**config.mk**
```make
export PLATFORM = sky130hd
export DESIGN_NAME = irq_pq_ctrl
export DESIGN_NICKNAME = d
export VERILOG_FILES = /design/src/rtl/irq_pq_pkg.sv /design/src/rtl/irq_pq_decode.sv /design/src/rtl/irq_pq_cell.sv /design/src/rtl/irq_pq_notify.sv /design/src/rtl/irq_pq_ctrl.sv
export SDC_FILE = /design/constraint.sdc
export NUM_CORES = 1
export LEC_CHECK = 0
export BUFFER_PORTS_ARGS = -buffer_cell sky130_fd_sc_hd__buf_2
export CAP_MARGIN = 25
export CORE_MARGIN = 3
export CORE_UTILIZATION = 35
export CTS_BUF_LIST = sky130_fd_sc_hd__clkbuf_16
export DETAILED_ROUTE_END_ITERATION = 8
export PLACE_DENSITY = 0.74
export REMOVE_ABC_BUFFERS = 1
export SETUP_SLACK_MARGIN = 0.3
export SLEW_MARGIN = 30
export SYNTH_ARGS = -nofsm -noshare
export SYNTH_HDL_FRONTEND = slang
export SYNTH_HIERARCHICAL = 1
export SYNTH_SLANG_ARGS = --single-unit
```
**constraint.sdc**
```tcl
create_clock -name clk -period 2.2 [get_ports clk]
set_clock_uncertainty 0.15 [all_clocks]
set_input_delay 0.44 -clock clk [delete_from_list [all_inputs] [get_ports clk]]
set_output_delay 0.44 -clock clk [all_outputs]
set_load 0.01 [all_outputs]
```
**src/rtl/irq_pq_pkg.sv**
```systemverilog
// Package: shared types for the interrupt coalescing controller.
// Assumes a 12-bit page offset per source.
package irq_pq_pkg;
    localparam int PAGE_BITS = 12;

    // Encoded two-bit source states, P in bit 1, Q in bit 0
    localparam logic [1:0] ST_IDLE = 2'b00;
    localparam logic [1:0] ST_MASK = 2'b01;
    localparam logic [1:0] ST_PEND = 2'b10;
    localparam logic [1:0] ST_PEND_AGAIN = 2'b11;

    typedef enum logic [1:0] {
        OP_NONE = 2'd0,
        OP_GET  = 2'd1,
        OP_EOI  = 2'd2,
        OP_SET  = 2'd3
    } pq_op_t;
endpackage

```
**src/rtl/irq_pq_decode.sv**
```systemverilog
// Module: irq_pq_decode
// Turns a request's direction and page offset into a state operation.
// Assumes offset is the low PAGE_BITS of the address. Unsupported
// combinations decode to OP_NONE.
module irq_pq_decode
    import irq_pq_pkg::*;
#(
    parameter bit STORE_EOI_EN = 1'b1
) (
    input  logic                 req_valid,
    input  logic                 req_write,
    input  logic [PAGE_BITS-1:0] offset,
    output pq_op_t               op,
    output logic [1:0]           set_val
);
    // Match the offset against the supported operation slots
    always_comb begin
        op      = OP_NONE;
        set_val = offset[9:8];
        if (req_valid) begin
            if (req_write) begin
                if (STORE_EOI_EN && offset == 12'h400) op = OP_EOI;
            end else begin
                case (offset)
                    12'h000: op = OP_EOI;
                    12'h800: op = OP_GET;
                    12'hC00, 12'hD00, 12'hE00, 12'hF00: op = OP_SET;
                    default: op = OP_NONE;
                endcase
            end
        end
    end

    // Nothing is decoded without a request
    always_comb begin
        if (!req_valid) assert_idle_decode_R10: assert (op == OP_NONE);
    end
endmodule

```
**src/rtl/irq_pq_cell.sv**
```systemverilog
// Module: irq_pq_cell
// State of one interrupt source. Applies the access operation first and
// then the trigger. Raises fire when the source must be queued.
// Assumes op is OP_NONE unless this source is addressed.
module irq_pq_cell
    import irq_pq_pkg::*;
(
    input  logic       clk,
    input  logic       rst_n,
    input  pq_op_t     op,
    input  logic [1:0] set_val,
    input  logic       trig,
    output logic [1:0] st_q,
    output logic       fire
);
    logic [1:0] mid_st;
    logic [1:0] nxt_st;
    logic       eoi_fire;
    logic       trig_fire;

    // Step 1: the access operation on the current state
    always_comb begin
        mid_st   = st_q;
        eoi_fire = 1'b0;
        case (op)
            OP_EOI: begin
                if (st_q[0]) begin
                    mid_st   = ST_PEND;
                    eoi_fire = 1'b1;
                end else begin
                    mid_st = ST_IDLE;
                end
            end
            OP_SET:  mid_st = set_val;
            default: mid_st = st_q;
        endcase
    end

    // Step 2: the trigger evaluated against the post-access state
    always_comb begin
        nxt_st    = mid_st;
        trig_fire = 1'b0;
        if (trig) begin
            case (mid_st)
                ST_IDLE: begin
                    nxt_st    = ST_PEND;
                    trig_fire = 1'b1;
                end
                ST_PEND, ST_PEND_AGAIN: nxt_st = ST_PEND_AGAIN;
                default: nxt_st = mid_st;
            endcase
        end
        fire = eoi_fire | trig_fire;
    end

    // State register, reset to masked
    always_ff @(posedge clk) begin
        if (!rst_n) st_q <= ST_MASK;
        else        st_q <= nxt_st;
    end

    assert_idle_trigger_R3: assert property (@(posedge clk) disable iff (!rst_n)
        (op == OP_NONE && trig && st_q == ST_IDLE) |=> st_q == ST_PEND);
    assert_pending_coalesce_R4: assert property (@(posedge clk) disable iff (!rst_n)
        (op == OP_NONE && trig && st_q[1]) |=> st_q == ST_PEND_AGAIN);
    assert_masked_hold_R5: assert property (@(posedge clk) disable iff (!rst_n)
        (op == OP_NONE && trig && st_q == ST_MASK) |=> st_q == ST_MASK);
    assert_eoi_refire_R6: assert property (@(posedge clk) disable iff (!rst_n)
        (op == OP_EOI && st_q[0] && !trig) |=> st_q == ST_PEND);
    assert_get_stable_R2: assert property (@(posedge clk) disable iff (!rst_n)
        (op == OP_GET && !trig) |=> $stable(st_q));
endmodule

```
**src/rtl/irq_pq_notify.sv**
```systemverilog
// Module: irq_pq_notify
// Holds one pending flag per source and sends one queue event per cycle,
// lowest source number first. A flag raised while set stays a single event.
module irq_pq_notify #(
    parameter int N_SRC = 8,
    localparam int IDX_W = $clog2(N_SRC)
) (
    input  logic             clk,
    input  logic             rst_n,
    input  logic [N_SRC-1:0] fire,
    output logic             notify_valid,
    output logic [IDX_W-1:0] notify_idx
);
    logic [N_SRC-1:0] pend_q;
    logic [N_SRC-1:0] grant;

    // Fixed-priority pick of the lowest pending source
    always_comb begin
        grant      = '0;
        notify_idx = '0;
        for (int i = N_SRC - 1; i >= 0; i--) begin
            if (pend_q[i]) begin
                grant      = '0;
                grant[i]   = 1'b1;
                notify_idx = IDX_W'(i);
            end
        end
        notify_valid = |pend_q;
    end

    // Pending flags: drop the granted one, add new fires
    always_ff @(posedge clk) begin
        if (!rst_n) pend_q <= '0;
        else        pend_q <= (pend_q & ~grant) | fire;
    end

    assert_single_grant_R11: assert property (@(posedge clk) disable iff (!rst_n)
        $onehot0(grant));
    assert_grant_pending_R11: assert property (@(posedge clk) disable iff (!rst_n)
        notify_valid |-> pend_q[notify_idx]);
    assert_grant_clears_R11: assert property (@(posedge clk) disable iff (!rst_n)
        (notify_valid && !fire[notify_idx]) |=> !pend_q[$past(notify_idx)]);
endmodule

```
**src/rtl/irq_pq_ctrl.sv**
```systemverilog
// Module: irq_pq_ctrl (top)
// Per-source P/Q coalescing state with a paged access port and a
// notify output. Assumes ADDR_W >= PAGE_BITS + $clog2(N_SRC) and N_SRC >= 2.
module irq_pq_ctrl
    import irq_pq_pkg::*;
#(
    parameter int N_SRC = 8,
    parameter int ADDR_W = 16,
    parameter bit STORE_EOI_EN = 1'b1,
    localparam int IDX_W = $clog2(N_SRC)
) (
    input  logic              clk,
    input  logic              rst_n,
    input  logic              req_valid,
    input  logic              req_write,
    input  logic [ADDR_W-1:0] req_addr,
    input  logic [N_SRC-1:0]  trig,
    output logic              rsp_valid,
    output logic [63:0]       rsp_data,
    output logic              notify_valid,
    output logic [IDX_W-1:0]  notify_idx
);
    localparam int PAGE_W = ADDR_W - PAGE_BITS;

    logic [PAGE_W-1:0]          page;
    logic [IDX_W-1:0]           sel;
    logic                       in_range;
    pq_op_t                     dec_op;
    logic [1:0]                 set_val;
    logic [N_SRC-1:0][1:0]      st_all;
    logic [N_SRC-1:0]           fire;
    logic                       is_load;

    // Address split into source page and in-page offset
    always_comb begin
        page     = req_addr[ADDR_W-1:PAGE_BITS];
        sel      = page[IDX_W-1:0];
        in_range = int'(page) < N_SRC;
        is_load  = req_valid && !req_write;
    end

    irq_pq_decode #(.STORE_EOI_EN(STORE_EOI_EN)) u_decode (
        .req_valid (req_valid && in_range),
        .req_write (req_write),
        .offset    (req_addr[PAGE_BITS-1:0]),
        .op        (dec_op),
        .set_val   (set_val)
    );

    for (genvar g = 0; g < N_SRC; g++) begin : g_src
        pq_op_t cell_op;

        // Route the operation only to the addressed source
        always_comb begin
            cell_op = (sel == IDX_W'(g)) ? dec_op : OP_NONE;
        end

        irq_pq_cell u_cell (
            .clk     (clk),
            .rst_n   (rst_n),
            .op      (cell_op),
            .set_val (set_val),
            .trig    (trig[g]),
            .st_q    (st_all[g]),
            .fire    (fire[g])
        );
    end

    irq_pq_notify #(.N_SRC(N_SRC)) u_notify (
        .clk          (clk),
        .rst_n        (rst_n),
        .fire         (fire),
        .notify_valid (notify_valid),
        .notify_idx   (notify_idx)
    );

    // Load response register: prior state for supported loads, else zero
    always_ff @(posedge clk) begin
        if (!rst_n) begin
            rsp_valid <= 1'b0;
            rsp_data  <= '0;
        end else begin
            rsp_valid <= is_load;
            rsp_data  <= '0;
            if (is_load && dec_op != OP_NONE) rsp_data <= {62'd0, st_all[sel]};
        end
    end

    assert_rsp_follows_load_R2: assert property (@(posedge clk) disable iff (!rst_n)
        is_load |=> rsp_valid);
    assert_no_rsp_store_R7: assert property (@(posedge clk) disable iff (!rst_n)
        !is_load |=> !rsp_valid);
    assert_bad_page_zero_R10: assert property (@(posedge clk) disable iff (!rst_n)
        (is_load && !in_range) |=> rsp_data == 64'd0);
    assert_upper_zero_R2: assert property (@(posedge clk) disable iff (!rst_n)
        rsp_data[63:2] == '0);
endmodule

```
==> results of run 1 <==
==> per-layer routing <==
layer	global-route usage	part of all wire	vias up	routed length, um
met4	0.0365	0.030	0	169
met5	0	0	-	0
li1	-	-	974	-
met2	0.264	0.52	80	2930
met3	0.0257	0.055	18	310
met1	0.160	0.39	973	2210
==> through the flow <==
stage	TNS (ns)	util	hold slack (ns)
after detailed placement	-9.53	0.400	0.388
after global routing	-4.02	0.482	0.255
after global placement	-8.68	0.400	0.384
after CTS	-1.33	0.452	0.250
after floorplan	-1.13	-	0.337
final	-1.51	0.482	0.252
==> cell usage in the layout, fill, tap and decap left out, drive strengths merged <==
cell type   n
buf        69
conb       62
nor2       32
dfxtp      27
nand3      25
nand2      14
a21oi      13
nand2b     12
o22ai      12
o21a       10
a21o        8
and3        8
mux2        8
mux2i       8
o21ai       7
nor3        4
nor2b       3
clkbuf      3
nor4        3
nor4b       2
nand3b      2
or2         1
and3b       1
clkinv      1
xnor2       1
a211oi      1
inv         1
and2b       1
o21bai      1
o41ai       1
and2        1
a31oi       1
==> kinds of logic after synthesis <==
kind of cell	after synthesis	synth area share
buf+inv	67	0.234
xor+xnor	1	0.00411
compound gates	54	0.160
simple gates	109	0.267
flops	27	0.253
mux	16	0.0798
other cells	1	0.00176
==> path summary, 6_finish.rpt <==
check	from	endpoint	slack, ns	cells past startpoint
hold / removal	trig[0]	g_src[0].u_cell/st_q[0]	0.25	2
setup reg to reg	g_src[7].u_cell/st_q[0]	u_notify/pend_q[7]	0.94	5
setup / recovery	req_addr[15]	g_src[2].u_cell/st_q[0]	-0.17	13
hold reg to reg	u_notify/pend_q[4]	u_notify/pend_q[4]	0.36	2
==> cell type report <==
| type | count | area [um^2] |
|---|---|---|
| Clock buffer | 3 | 75.1 |
| Clock inverter | 1 | 5.00 |
| Fill cell | 533 | 2960 |
| Inverter | 1 | 3.75 |
| Multi-Input combinational cell | 242 | 1580 |
| Sequential cell | 27 | 543 |
| Tap cell | 72 | 90.1 |
| Timing Repair Buffer | 69 | 459 |
==> power groups by stage <==
stage | Clock, uW | Combinational, uW | Sequential [uW]
after floorplan | 0 | 65.8 | 501
after global placement | 0 | 120 | 501
after detailed placement | 0 | 121 | 501
after CTS | 428 | 131 | 489
after global routing | 447 | 158 | 489
final | 419 | 145 | 489
==> timing repair <==
item	in CTS	in global routing
pin swaps	29	16
cloned	0	0
hold buffers	0	0
endpoints found under the setup margin	26	28
setup buffers	7	7
gates resized for setup	38	30
==> worst register-to-register path, stage by stage (launching register included) <==
cell and delay (ns):
dfxtp_1 0.38, mux2i_1 0.11, a21oi_2 0.19, o22ai_2 0.10
o21ai_1 0.14, a31oi_1 0.06
==> state kept, by name, summed over array words and instances, names as in the netlist <==
name and flops:
rsp_valid 1, rsp_data 2, u_notify/pend_q 8, g_src.u_cell/st_q 16
==> summary.txt, run 1 <==
Run status
  • Status: finished with violations
  • Failing checks: setup timing

Floorplan
  • Num ports: 97
  • Row count: 27
  • Die width: between 80 and 90 um
  • Total core area: 5710 um^2
  • Initial Util: 0.374
  • Die Y: around 84 um
  • Die area: between 7000 and 8000 um^2

Yosys
  • Post-synth top cells: buf_4, nor2_1, dfxtp_1, nand3_1, nand2_1
  • Register bit total from synthesis: 27
  • Count of cell types in the netlist: 34
  • Seq/Total Area, Yosys: 0.253
  • Synth area leaders: dfxtp_1, buf_4, nand3_1
  • Mapped Area: 2130 um^2
  • Leading area contributor after synthesis: dfxtp_1
  • Synth warn: 6
  • Post-synth EDFFs: 0
  • Top_reg_cell synth: dfxtp_1
  • Synthesized area per cell: 7.76 um^2
  • Cells after Synth: 275
  • Fraction of registers with async set/reset: 0
  • Area share of the largest cell type after synthesis: 0.253
  • Count leader, synth: buf_4

Critical path
  • Crit path capture type: flop
  • Worst EP required: 2.21 ns
  • CP Launch Type: input pin
  • Buf/Inv on CP: 4
  • Top delay family on crit path: simple AND/OR/NAND/NOR gates
  • Crit Path Max Fanout: 4
  • Critical Path Most Common Cell: buf_4
  • CP Class: input pin to flop
  • Data arrival time of the critical path: 2.39 ns
  • Slowest stage delay, CP: between 0.2 and 0.3 ns
  • CP max stage cell: nor4b_4
  • Critical path, cell by cell: buf_6, nor2b_1, nor4b_4, nand3_2, nor4b_4, buf_4, nand2_8, buf_4, nor2_4, mux2i_1, a21oi_1, buf_4, a21o_1

Drt
  • Post-DR wirelength/cell: between 10 and 15 um
  • DRC Markers: 0
  • Drt pass-1 iters: 4
  • Final WL: 5630 um
  • DRT antenna net count: 0
  • Routed via count: 2045
  • Via-to-Cell Ratio: 4.93
  • Detailed Route Iter0 Violations: 95

Pwr
  • Sw Ratio: 0.265
  • Leak: 0.00121 uW
  • Clk pwr share: 0.398
  • Combinational fraction of design power: 0.138
  • P_int: between 700 and 800 uW
  • PD cells: around 380 nW/um^2
  • Seq pwr share: 0.464
  • Total net switching power: 279 uW
  • Post-route total power: 1050 uW
  • Peak VDD IR: 0.000320 V

GRT
  • Vias in the first global route: 1880
  • First-pass GRT wire length: 8300 um
  • Global route overflow: 0
  • GRT Total Usage: 0.140
  • Pin count of the biggest net entering global routing: 20
  • Antenna violations before repair: 0

Job
  • Max cap viols: 0

STA
  • Hold Fails Final Rpt: 0
  • Tmin final: around 2.4 ns
  • Setup Viol. Count Final: 20
  • Max Clk Rate: approximately 420 MHz
  • Final WS setup: -0.175 ns
  • Period utilization: 1.08
  • Final Max Tran Viols: 0
  • RSZ-0062 raised after global routing: yes

Final layout
  • Antenna fix cells: 0
  • Post-route insts no fill: 415
  • NumNets Final: around 370
  • Layout cells sized above 1: 0.373
  • Final Cell Area: 2750 um^2
  • Area Overhead vs Synth: 29.0%

Placement
  • GP Congestion: 0.863
  • Dpl hpwl: 3830 um
  • Placed insts: between 300 and 400
  • # port buffers: 34
  • Cell Area, Placed: roughly 2300 um^2
  • Setup WS pre-CTS: -0.525 ns

Clock network
  • Htree depth: 1
  • Clock sinks: 27
  • Clock buffer depth: 2
  • CTS root buf: clkbuf_16
  • Clock-pin slew on the worst setup and hold paths: 0.07 ns
  • CTS tree: done
  • Worst-Skew Late Latency: 0.26 ns
  • TritonCTS Buffers: 3

Hold path
  • Tightest Hold Check Type: input pin to flop
(Power assumes the default switching activity.)
==> run 2: changes to the inputs <==
CELL_PAD_IN_SITES_DETAIL_PLACEMENT = 0   (was unset)
CELL_PAD_IN_SITES_GLOBAL_PLACEMENT = 1   (was unset)
CORE_UTILIZATION = 30   (was 35)
PLACE_DENSITY = 0.86   (was 0.74)
==> run 2 against run 1 <==
The run still ends with setup timing left; power increased by 0.41%; hold slack got worse by 0.017 ns; register-to-register slack got worse by 0.05 ns; clock power is 3% higher; critical endpoint is now g_src[5].u_cell/st_q[1]; flip-flop and latch count unchanged; largest cell class unchanged; critical path type unchanged.
==> summary.txt, run 2 (same netlist as run 1, synthesis figures left out) <==
Run status
  • Status: finished with violations
  • Failing checks: setup timing

Pwr
  • PD cells: 384 nW/um^2
  • Combinational fraction of design power: 0.132
  • Peak VDD IR: between 0.0002 and 0.00025 V
  • Total net switching power: 286 uW
  • P_int: 772 uW
  • Sw Ratio: 0.270
  • Leak: 0.00121 uW
  • Clk pwr share: 0.407
  • Seq pwr share: 0.461

Final layout
  • Top flop regs: g_src.u_cell/st_q: 16 flops, u_notify/pend_q: 8 flops, rsp_data: 2 flops
  • Final Cell Area: 2760 um^2
  • Max FFs per register: 16
  • Final Util: 0.404
  • Area Overhead vs Synth: 29.3%
  • Antenna fix cells: 0
  • NumNets Final: 370
  • Most flops, register: g_src.u_cell/st_q
  • Layout cells sized above 1: 0.370
  • Most common cell after layout, fill and taps aside: conb_1
  • Most frequent cells in the layout: conb_1, buf_2, buf_4

GRT
  • Pin count of the biggest net entering global routing: 17
  • Global route overflow: 0
  • First-pass GRT wire length: 7990 um
  • GRT Total Usage: 0.118
  • Antenna violations before repair: 0
  • Vias in the first global route: ~1800

Placement
  • # port buffers: 34
  • Cell Area, Placed: 2310 um^2
  • Setup WS pre-CTS: -0.561 ns
  • GP Congestion: 0.787
  • Dpl hpwl: ~3700 um

Critical path
  • Worst EP required: 2.21 ns
  • Slowest stage delay, CP: 0.29 ns
  • Buf/Inv on CP: 3
  • CP Class: input pin to flop
  • Crit path capture type: flop
  • RR Endpoint: u_notify/pend_q[7]
  • CP max stage cell: nor4b_4
  • Worst r2r src: u_notify/pend_q[0]
  • Reg2Reg Depth: 4
  • CP Launch Type: input pin
  • Critical Path Most Common Cell: buf_6
  • Crit Path Max Fanout: 4
  • Data arrival time of the critical path: 2.33 ns
  • Setup slack, reg-to-reg: 0.89 ns
  • Top delay family on crit path: simple AND/OR/NAND/NOR gates
  • Critical path, cell by cell: buf_6, nor2b_1, nor4b_2, nand3_1, nor4b_4, buf_6, nand2b_4, nor2_4, mux2i_1, a21oi_1, buf_4, o21a_1

STA
  • RSZ-0062 raised after global routing: yes
  • Setup Viol. Count Final: 22
  • Final Max Tran Viols: 0
  • Hold WS: between 0.2 and 0.25 ns
  • Tmin final: 2.32 ns
  • Period utilization: 1.05
  • Final WS setup: -0.117 ns
  • Max Clk Rate: 432 MHz
  • Hold Fails Final Rpt: 0
  • Fin Setup TNS: -0.912 ns

Floorplan
  • Die Y: 90.3 um
  • Die area: 8160 um^2
  • Num ports: 97
  • Die width: 90.3 um
  • Row count: 30
  • Total core area: 6830 um^2
  • Initial Util: 0.312

Drt
  • Final WL: 5250 um
  • Post-DR wirelength/cell: 12.0 um
  • Routed via count: 1939
  • DRT antenna net count: 0
  • Drt pass-1 iters: 4
  • Via-to-Cell Ratio: 4.44
  • Detailed Route Iter0 Violations: 80
  • DRC Markers: 0

Clock network
  • CTS tree: done
  • CTS root buf: clkbuf_16
  • Worst-Skew Late Latency: 0.27 ns
  • Htree depth: 1
  • Clock-pin slew on the worst setup and hold paths: 0.07 ns
  • Clock sinks: 27
  • Clock buffer depth: 2
  • TritonCTS Buffers: 3

Job
  • Max cap viols: 0

Hold path
  • Tightest Hold Check Type: input pin to flop
  • Hold Path Stages: 2
  • WHS Endpoint: g_src[0].u_cell/st_q[0]
  • Hold wc startpoint: trig[0]
run 2: metal layers:
| layer | vias up | global-route usage | wire length, um | part of all wire |
|---|---|---|---|---|
| met5 | - | 0 | 0 | 0 |
| met4 | 0 | 0.0255 | 61 | 0.012 |
| met3 | 8 | 0.0258 | 259 | 0.049 |
| met2 | 64 | 0.220 | 2780 | 0.53 |
| met1 | 896 | 0.136 | 2150 | 0.41 |
| li1 | 971 | - | - | - |
run 2: cell type report:
cell class / instances / area (um^2)
multi-input combinational: 242 / 1570
fill: 683 / 4070
clock inverter: 1 / 5.00
clock buffer: 3 / 75.1
sequential: 27 / 548
inverter: 1 / 3.75
timing repair buffer: 67 / 438
tap: 96 / 120
run 2: timing repair:
action	in CTS	in global routing
hold buffers	0	0
endpoints found under the setup margin	27	27
pin swaps	24	17
endpoints found under the hold margin	0	0
buffers inserted	8	4
gates resized for setup	44	25
run 2: power by group through the flow:
stage / sequential [uW] / clock, uW / combinational [uW]
final: 488 / 431 / 139
after global routing: 488 / 455 / 151
after CTS: 489 / 438 / 133
after detailed placement: 501 / 0 / 121
after global placement: 501 / 0 / 120
after floorplan: 501 / 0 / 65.8
run 2: worst reg2reg max path: stages, from the launching register on:
cell	delay, ns
dfxtp_4	0.37
nor4_4	0.32
buf_4	0.16
buf_4	0.12
a31oi_1	0.08
run 2: per-stage QoR:
| step | instances | power [uW] |
|---|---|---|
| detailed placement | 421 | 621 |
| floorplan | 270 | 567 |
| finish | 437 | 1060 |
| global route | 437 | 1090 |
| CTS | 433 | 1060 |
| global placement | 421 | 621 |
run 2: worst max path at each step:
| stage | slack (ns) | cells after the start | to | start |
|---|---|---|---|---|
| after floorplan | -0.23 | 11 | u_notify/pend_q[3] | req_valid |
| after global placement | -0.52 | 12 | u_notify/pend_q[3] | req_valid |
| after detailed placement | -0.56 | 12 | u_notify/pend_q[3] | req_valid |
| after CTS | -0.07 | 13 | u_notify/pend_q[1] | req_addr[15] |
| after global routing | -0.32 | 13 | u_notify/pend_q[5] | req_addr[15] |
| final | -0.12 | 12 | g_src[5].u_cell/st_q[1] | req_addr[15] |
==> run 3: changes to the inputs <==
SETUP_SLACK_MARGIN = unset   (was 0.3)
==> run 3 against run 2 <==
The flow still finishes with violations (setup timing); non-clock buffer count down 5; flip-flop and latch count is the same; combinational power barely moved; via count down 2.0%; critical path depth stayed put; design area is 2.8% lower; count of clock-buffer cells in the layout unchanged.
==> summary.txt, run 3 (same netlist as run 1, synthesis figures left out) <==
STA
  • Setup Viol. Count Final: 20
  • Final WS setup: -0.115 ns
  • Hold WS: about 0.24 ns
  • Max Clk Rate: roughly 430 MHz
  • Tmin final: ~2.3 ns
  • Hold Fails Final Rpt: 0
  • Final Max Tran Viols: 0
  • RSZ-0062 raised after global routing: yes
  • Period utilization: 1.05
  • Fin Setup TNS: -0.838 ns

Drt
  • Routed via count: 1900
  • DRT antenna net count: 0
  • Detailed Route Iter0 Violations: 70
  • Post-DR wirelength/cell: 11.7 um
  • Final WL: 5040 um
  • Via-to-Cell Ratio: 4.40
  • Drt pass-1 iters: 4
  • DRC Markers: 0

Floorplan
  • Die Y: around 90 um
  • Die width: 90.3 um
  • Die area: between 8000 and 9000 um^2
  • Initial Util: 0.312
  • Total core area: 6830 um^2
  • Row count: 30
  • Num ports: 97

Clock network
  • Hold buffers post-CTS: 0
  • CTS tree: done
  • Worst-Skew Late Latency: between 0.2 and 0.3 ns
  • Clock-pin slew on the worst setup and hold paths: 0.07 ns
  • Clock sinks: 27
  • TritonCTS Buffers: 3
  • CTS root buf: clkbuf_16
  • Htree depth: 1
  • Clock buffer depth: 2

GRT
  • Pin count of the biggest net entering global routing: 17
  • Vias in the first global route: between 1500 and 2000
  • GRT Total Usage: 0.117
  • First-pass GRT wire length: a little under 8000 um
  • Antenna violations before repair: 0
  • Global route overflow: 0

Critical path
  • Buf/Inv on CP: 3
  • Critical Path Most Common Cell: buf_6
  • Slowest stage delay, CP: ~0.29 ns
  • CP Launch Type: input pin
  • Top delay family on crit path: simple AND/OR/NAND/NOR gates
  • Crit path capture type: flop
  • CP Class: input pin to flop
  • Critical path, cell by cell: buf_6, nor2b_1, nor4b_2, nand3_1, nor4b_4, buf_6, nand2b_4, nor2_4, mux2i_1, a21oi_2, buf_4, o21a_1
  • Data arrival time of the critical path: 2.33 ns
  • CP max stage cell: nor4b_4
  • Crit Path Max Fanout: 4
  • Worst EP required: 2.21 ns

Pwr
  • Seq pwr share: 0.463
  • Post-route total power: 1060 uW
  • Total net switching power: between 200 and 300 uW
  • Leak: 0.00117 uW
  • P_int: ~770 uW
  • PD cells: just under 400 nW/um^2
  • Clk pwr share: 0.406
  • Sw Ratio: 0.268
  • Combinational fraction of design power: 0.131
  • Peak VDD IR: 0.000235 V

Placement
  • Placed insts: 421
  • Cell Area, Placed: 2310 um^2
  • GP Congestion: 0.787
  • Dpl hpwl: 3740 um
  • # port buffers: 34

Final layout
  • Top flop regs: g_src.u_cell/st_q: 16 flops, u_notify/pend_q: 8 flops, rsp_data: 2 flops
  • Max FFs per register: 16
  • Most common cell after layout, fill and taps aside: conb_1
  • NumNets Final: 365
  • Antenna fix cells: 0
  • Area Overhead vs Synth: 25.7%
  • Post-route insts no fill: 432
  • Final Cell Area: 2680 um^2
  • Layout cells sized above 1: 0.333
  • Most flops, register: g_src.u_cell/st_q
  • Most frequent cells in the layout: conb_1, buf_2, buf_4, dfxtp_1, nand3_1

Run status
  • Status: finished with violations
  • Failing checks: setup timing

Hold path
  • Tightest Hold Check Type: input pin to flop

Job
  • Max cap viols: 0
[run 3: metrics by stage]
step | util | worst slack [ns]
floorplan | - | -0.232
global placement | 0.339 | -0.520
detailed placement | 0.339 | -0.561
CTS | 0.382 | -0.0666
global route | 0.392 | -0.319
finish | 0.392 | -0.115
[run 3: area by class of cell]
class,instances,area [um^2]
clock inverters,1,5.00
repair buffers,62,397
fillers,687,4150
multi-input cells,242,1540
clock buffers,3,75.1
inverters,1,3.75
well taps,96,120
flip-flops and latches,27,541
[run 3: path summary, 6_finish.rpt]
kind	start	endpoint	slack (ns)	depth (start not counted)
worst max-delay path	req_addr[15]	g_src[5].u_cell/st_q[1]	-0.12	12
worst min-delay path	trig[0]	g_src[0].u_cell/st_q[0]	0.24	2
worst max register to register	u_notify/pend_q[2]	u_notify/pend_q[7]	0.92	2
worst min register to register	u_notify/pend_q[7]	u_notify/pend_q[7]	0.39	2
[run 3: power groups by stage]
stage / Combinational (uW) / Clock (uW) / Sequential [uW]
global placement: 120 / 0 / 501
finish: 138 / 429 / 489
CTS: 133 / 438 / 489
floorplan: 65.8 / 0 / 501
global route: 151 / 455 / 489
detailed placement: 121 / 0 / 501
[run 3: what timing repair did]
action | 4_1_cts | 5_1_grt
gates resized for setup | 43 | 13
setup buffers | 5 | 2
hold endpoints to repair | 0 | 0
pin swaps | 19 | 17
endpoints found under the setup margin | 24 | 24
[run 3: layer usage]
metal | wire (um) | GRT usage | part of all wire
met2 | 2720 | 0.220 | 0.54
met3 | 223 | 0.0258 | 0.044
met1 | 2070 | 0.135 | 0.41
met4 | 21 | 0.0255 | 0.0042
met5 | 0 | 0 | 0
